[config.mk]
export PLATFORM = sky130hd
export DESIGN_NAME = sdcmd_token_tx
export DESIGN_NICKNAME = d
export VERILOG_FILES = /design/src/rtl/sdcmd_token_tx.sv
export SDC_FILE = /design/constraint.sdc
export NUM_CORES = 1
export LEC_CHECK = 0
export BUFFER_PORTS_ARGS = -buffer_cell sky130_fd_sc_hd__buf_2
export CAP_MARGIN = 30
export CORE_MARGIN = 4
export CORE_UTILIZATION = 35
export DETAILED_ROUTE_END_ITERATION = 8
export GPL_TIMING_DRIVEN = 0
export REMOVE_ABC_BUFFERS = 1
export SLEW_MARGIN = 40
export SYNTH_ARGS = -nofsm -noshare
export SYNTH_HDL_FRONTEND = slang
export SYNTH_SLANG_ARGS = --single-unit
[constraint.sdc]
create_clock -name clk -period 2.1 [get_ports clk]
set_input_delay 0.105 -clock clk [delete_from_list [all_inputs] [get_ports clk]]
set_output_delay 0.105 -clock clk [all_outputs]
set_load 0.01 [all_outputs]
[src/rtl/sdcmd_token_tx.sv]
module sdcmd_token_tx #(
  parameter int IDX_W    = 6,
  parameter int ARG_W    = 32,
  parameter int CRC_W    = 7,
  parameter logic [6:0] CRC_POLY = 7'h09
) (
  input  logic        clk,
  input  logic        rst_n,
  input  logic        wr_en,
  input  logic [1:0]  wr_sel,
  input  logic [15:0] wr_data,
  input  logic        start,
  input  logic        clk_en,
  output logic        cmd_out,
  output logic        cmd_oe,
  output logic        done,
  output logic        busy
);
  localparam int HEAD_W = 2 + IDX_W + ARG_W;
  localparam int TOK_W  = HEAD_W + CRC_W + 1;
  localparam int CNT_W  = $clog2(TOK_W);
  localparam logic [CNT_W-1:0] LAST = CNT_W'(TOK_W - 1);

  logic [IDX_W-1:0]  idx_q;
  logic [ARG_W-1:0]  arg_q;
  logic [TOK_W-1:0]  sh_q;
  logic [CNT_W-1:0]  cnt_q;
  logic              busy_q, done_q;
  logic [HEAD_W-1:0] head;

  function automatic logic [CRC_W-1:0] crc_of(input logic [HEAD_W-1:0] m);
    logic [CRC_W-1:0] c;
    logic fb;
    c = '0;
    for (int i = HEAD_W - 1; i >= 0; i--) begin
      fb = m[i] ^ c[CRC_W-1];
      c  = {c[CRC_W-2:0], 1'b0};
      if (fb) c = c ^ CRC_POLY[CRC_W-1:0];
    end
    return c;
  endfunction

  assign head = {2'b01, idx_q, arg_q};

  always_ff @(posedge clk or negedge rst_n) begin
    if (!rst_n) begin
      idx_q <= '0;
      arg_q <= '0;
    end else if (wr_en) begin
      case (wr_sel)
        2'd2: begin
          idx_q        <= wr_data[13:8];
          arg_q[31:24] <= wr_data[7:0];
        end
        2'd1: arg_q[23:8] <= wr_data;
        2'd0: arg_q[7:0]  <= wr_data[15:8];
        default: ;
      endcase
    end
  end

  always_ff @(posedge clk or negedge rst_n) begin
    if (!rst_n) begin
      sh_q   <= '1;
      cnt_q  <= '0;
      busy_q <= 1'b0;
      done_q <= 1'b0;
    end else begin
      done_q <= 1'b0;
      if (!busy_q) begin
        if (start) begin
          sh_q   <= {head, crc_of(head), 1'b1};
          cnt_q  <= '0;
          busy_q <= 1'b1;
        end
      end else if (clk_en) begin
        sh_q  <= {sh_q[TOK_W-2:0], 1'b1};
        cnt_q <= cnt_q + 1'b1;
        if (cnt_q == LAST) begin
          busy_q <= 1'b0;
          done_q <= 1'b1;
        end
      end
    end
  end

  assign cmd_out = busy_q ? sh_q[TOK_W-1] : 1'b1;
  assign cmd_oe  = busy_q;
  assign busy    = busy_q;
  assign done    = done_q;
endmodule

# After elaboration in Yosys (flattened, before gate mapping)
# Index checks and enable logic that the tools add are counted.
totals:
  ff_bits: 94
classes:
  add_sub_neg: 1
  eq_ne: 4
  mux: 131
  n_bitwise: 77
  reduce_logical: 6
op_table:
  columns: ["operator", "count"]
  rows:
  - ["7-bit two-way mux", 78]
  - ["4-bit two-way mux", 39]
  - ["48-bit two-way mux", 3]
  - ["2-bit inverter", 39]
  - ["1-bit XOR", 38]
  - ["6-bit two-way mux", 3]
  - ["1-bit two-way mux", 8]
  - ["2-bit AND reduction", 4]
  - ["6-bit by 1-bit adder with 6-bit output (second input constant)", 1]
  - ["6-bit == test (second input constant)", 1]
  - ["2-bit by 1-bit == test with 1-bit output (second input constant)", 1]
  - ["2-bit == test (second input constant)", 1]
  - ["2-bit zero test", 1]
  - ["2-bit inequality test (second input constant)", 1]
  - ["2-bit nonzero test", 1]

# Longest topological paths before layout
depth:
  ltp_word: 158
  depth_mapped: 7
  ltp_nobuf: 6

# Worst setup path before layout
# Ideal clock, no wire load.
synth_timing:
  kind: "register to register"
  startpoint: "register idx_q[5]"
  endpoint: "register sh_q[4]"
  setup_time_ps: 77
  arrival_time_ps: 2206
  slack_ps: -183
  path_stages_with_launch: 7
  synth_period_minus_slack_ps: 2283
  cell_sequence: "dfrtp_1 xnor3_2 xnor3_2 xnor3_2 xor2_1 xnor3_1 o22ai_1"
synth_between:
  elab_chain_len: 104
synth_lines:
  columns: ["element", "line", "text"]
  rows:
  - ["from (decl)", "24", "logic [IDX_W-1:0] idx_q;"]
  - ["from (signal assigned)", "52", "idx_q <= wr_data[13:8];"]
  - ["1-bit XOR *", "36", "fb = m[i] ^ c[CRC_W-1];"]
  - ["4-bit two-way mux *", "38", "if (fb) c = c ^ CRC_POLY[CRC_W-1:0];"]
  - ["7-bit two-way mux *", "71", "if (start) begin"]
  - ["7-bit two-way mux *", "70", "if (!busy_q) begin"]
  - ["7-bit two-way mux *", "71", null]
  - ["7-bit two-way mux *", "70", null]
  - ["7-bit two-way mux *", "71", null]
  - ["7-bit two-way mux *", "70", null]
  - ["(+88 left out)", null, null]
  - ["7-bit two-way mux *", "70", null]
  - ["4-bit two-way mux or 7-bit two-way mux (tied branches)", "38, 70", null]
  - ["7-bit two-way mux *", "71", null]
  - ["7-bit two-way mux *", "70", null]
  - ["2-bit inverter (no source line) or 1-bit XOR (tied branches)", null, null]
  - ["4-bit two-way mux *", "38", null]
  - ["48-bit two-way mux *", "71", null]
  - ["48-bit two-way mux *", "70", null]
  - ["to (signal assigned)", "72", "sh_q <= {head, crc_of(head), 1'b1};"]
  - ["to (signal assigned)", "77", "sh_q <= {sh_q[TOK_W-2:0], 1'b1};"]
  - ["to (decl)", "26", "logic [TOK_W-1:0] sh_q;"]
# Every way passes the cells marked *; elsewhere a longest branch is shown, timed or not. The select of a mux whose other input is x is not followed.
# A chain may end at the register's enable or synchronous reset.

# Final worst setup path
layout_timing:
  startpoint: "register idx_q[0]"
  endpoint: "register sh_q[6]"
layout_between:
  elab_chain_len: 88
layout_lines:
  columns: ["element", "line"]
  rows:
  - ["1-bit XOR *", "36"]
  - ["4-bit two-way mux *", "38"]
  - ["7-bit two-way mux *", "71"]
  - ["7-bit two-way mux *", "70"]
  - ["7-bit two-way mux *", "71"]
  - ["7-bit two-way mux *", "70"]
  - ["7-bit two-way mux *", "71"]
  - ["7-bit two-way mux *", "70"]
  - ["(+72 left out)", null]
  - ["2-bit inverter (no source line) or 1-bit XOR (tied branches)", null]
  - ["4-bit two-way mux *", "38"]
  - ["7-bit two-way mux *", "71"]
  - ["7-bit two-way mux *", "70"]
  - ["7-bit two-way mux *", "71"]
  - ["7-bit two-way mux *", "70"]
  - ["48-bit two-way mux *", "71"]
  - ["48-bit two-way mux *", "70"]
# Marked as above.

==> impl_metrics.json <==
{
  "status": "finished with violations",
  "violations": "setup timing",
  "cts-root-buf": "clkbuf_16",
  "numPlacedInstances": 565,
  "synth_cell_type_count": 35,
  "critPathArrivalTime_ps": 2540,
  "rsz0062_at_grt": "true",
  "start_util": 0.356,
  "wire_per_inst_um": 16.2,
  "cts_sinks": 93,
  "nets": 439,
  "drc": 0,
  "final-hold-violation-count": 0,
  "grt_pass1_wl_um": 15400,
  "insertion_delay_ps": 340,
  "setup_violations": 5,
  "fin_ws_ps": -170,
  "dieArea_um2": 15400,
  "path_delay_family": "XOR/XNOR gates",
  "syn-mean-instance-area_um2": 12.6,
  "cts_made_buffers": 9,
  "ys_seq_area_frac": 0.506,
  "clk_pin_slew_ps": 60,
  "fmax_mhz": 441,
  "syn_inst": 375,
  "grt_usage": 0.133,
  "multiInputGateArea_um2": 2400,
  "path_class": "flip-flop to flip-flop",
  "slowest_stage": "dfrtp_2",
  "power_density_nw_per_um2": 1610,
  "routabilityCongestion": 0.787,
  "final.setup_skew_ps": 3.78,
  "drtIter0Drc": 104,
  "leakage_nw": 2.67,
  "min_period_over_period": 1.08,
  "start_kind": "flip-flop",
  "ys_warn_count": 0,
  "worstPathMaxFanout": 4,
  "grt_max_degree": 52,
  "synth_top_area_cell": "dfstp_2",
  "vias": 2857,
  "cp.required_ps": 2370,
  "cp_num_buf_inv": 0,
  "drtPass1Iterations": 4,
  "fin_cells": 596,
  "synthTopCellsByArea": "dfstp_2 26%, dfrtp_1 24%, mux2_2 9.5%",
  "fin_util": 0.435,
  "htree_levels": 3,
  "io_buffers": 26,
  "cts_buffer_depth": 2,
  "antenna_found_initial": 0,
  "cp_num_cells": 6,
  "dieHeight_um": 124,
  "crit_chain": "xnor2_4 -> xor3_1 -> xnor3_4 -> xnor3_2 -> xor2_1 -> o21ai_1",
  "drive_gt1_frac": 0.448,
  "syn_area_um2": 4720,
  "io_pins": 27,
  "antenna_left": 0,
  "grt_pass1_vias": 2867,
  "critPathCaptureType": "flip-flop",
  "cts_tree": "done",
  "rr_worst_depth": 6,
  "viasPerCell": 4.79,
  "dp_hpwl_um": 6970,
  "fp.dieW_um": 124,
  "placed_area_um2": 5150,
  "regArea_um2": 2400,
  "slew_headroom": 0.559,
  "area_growth_pct": 22.0,
  "fillers": 1236,
  "min_path_type": "input pin to flip-flop",
  "tightest_slew_ps": 659,
  "hold_depth": 2,
  "max-vdd-ir-drop_uv": 949,
  "crit_path_max_incr_delay_ps": 470,
  "finalMaxSlewViolations": 0,
  "placementRows": 42,
  "gr-total-overflow": 0,
  "totalPowerFinal_mw": 9.27,
  "fin_area_um2": 5760,
  "routed_wl_um": 9640,
  "synth-seq-cells": 93,
  "antennaDiodeCount": 0,
  "maxCapViolCount": 0,
  "min_period_ps": 2270,
  "core_area_um2": 13200,
  "yosysTopAreaCellShare": 0.262
}
-- final timing paths --
path	endpoint	startpoint	slack (ps)
min in group asynchronous	cnt_q[3]	rst_n	230
worst min-delay path	arg_q[8]	wr_data[0]	8
worst max-delay path	sh_q[6]	idx_q[0]	-170
max in group asynchronous	sh_q[33]	rst_n	1220
worst max register to register	sh_q[6]	idx_q[0]	-170
worst min register to register	sh_q[38]	sh_q[38]	470
-- worst register-to-register path, delay by kind of cell (launching register included) --
family | cells | cell delay (ps)
xor gates and xnor gates | 5 | 1610
DFF | 1 | 470
AOI/OAI and AO/OA | 1 | 120
-- cell type report --
| type | count | area share |
|---|---|---|
| Tap cell | 176 | 0.0383 |
| Clock buffer | 12 | 0.0446 |
| Sequential cell | 93 | 0.417 |
| Clock inverter | 4 | 0.0122 |
| Timing Repair Buffer | 48 | 0.0711 |
| Multi-Input combinational cell | 263 | 0.417 |
-- cell usage after synthesis (all sizes together) --
library cell / n
dfstp: 47
dfrtp: 46
nand2: 45
o21ai: 45
mux2: 40
mux2i: 39
xnor2: 28
xnor3: 17
clkbuf: 16
xor2: 11
a21oi: 6
nor2: 6
nor3b: 4
buf: 3
a22o: 2
nand2b: 2
nand3: 2
nand3b: 2
nand4: 2
nor2b: 2
o22ai: 2
a211oi: 1
and2: 1
and3: 1
ha: 1
o211ai: 1
o22a: 1
o31ai: 1
xor3: 1
-- power breakdown --
part | total (mW) | switching, mW | internal, mW
Clock | 1.75 | 0.651 | 1.10
Combinational | 4.97 | 1.92 | 3.05
Sequential | 2.54 | 0.318 | 2.22
Total | 9.27 | 2.89 | 6.38
-- per-layer routing --
metal | vias up | part of all wire | routed length, µm | track usage
met5 | - | 0 | 0 | 0
met4 | 0 | 0.017 | 165 | 0.0534
li1 | 1400 | - | - | -
met2 | 48 | 0.47 | 4540 | 0.205
met3 | 14 | 0.029 | 279 | 0.0223
met1 | 1395 | 0.48 | 4660 | 0.186
-- kinds of logic (layout without fill, tap and decap cells) --
group / count (synthesis) / in the layout / share of synthesized area
XOR/XNOR: 57 / 57 / 0.167
flip-flops: 93 / 93 / 0.506
AO/OA/AOI/OAI: 59 / 59 / 0.0674
multiplexers: 79 / 79 / 0.178
adder cells (fa/ha/maj): 1 / 1 / 0.00265
AND/OR/NAND/NOR: 67 / 67 / 0.0629
buffers and inverters: 19 / 64 / 0.0159
-- what timing repair did --
action,CTS,global route
hold buffers,2,0
pin swaps,14,5
gates cloned,0,0
hold endpoints to repair,30,0
endpoints found under the setup margin,7,19
setup buffers,10,3
resized for setup,21,9
-- stage by stage --
| stage | hold WS (ps) | setup WS [ps] | setup TNS [ps] |
|---|---|---|---|
| 2_1_floorplan | -191 | -2560 | -115320 |
| 3_3_place_gp | 353 | -4280 | -197190 |
| 3_5_place_dp | 47.9 | -366 | -1620 |
| 4_1_cts | 2.00 | -192 | -755 |
| 5_1_grt | 3.54 | -260 | -1090 |
| 6_report | 7.50 | -170 | -594 |
-- state kept, by name (all words and copies together) (netlist names) --
| name | flops |
|---|---|
| sh_q | 47 |
| cnt_q | 6 |
| idx_q | 6 |
| arg_q | 32 |
| busy | 1 |
| done | 1 |
-- cells in the final DEF, fill, tap and decap left out, drive strengths merged, types with 4 or more instances in the layout --
cell type,instances
nor2,6
dfrtp,46
nor3b,4
xnor2,28
a21oi,6
buf,46
xor2,11
clkbuf,12
dfstp,47
mux2i,39
o21ai,45
mux2,40
xnor3,17
nand2,45
No activity file was read; power rests on OpenSTA's default activity.
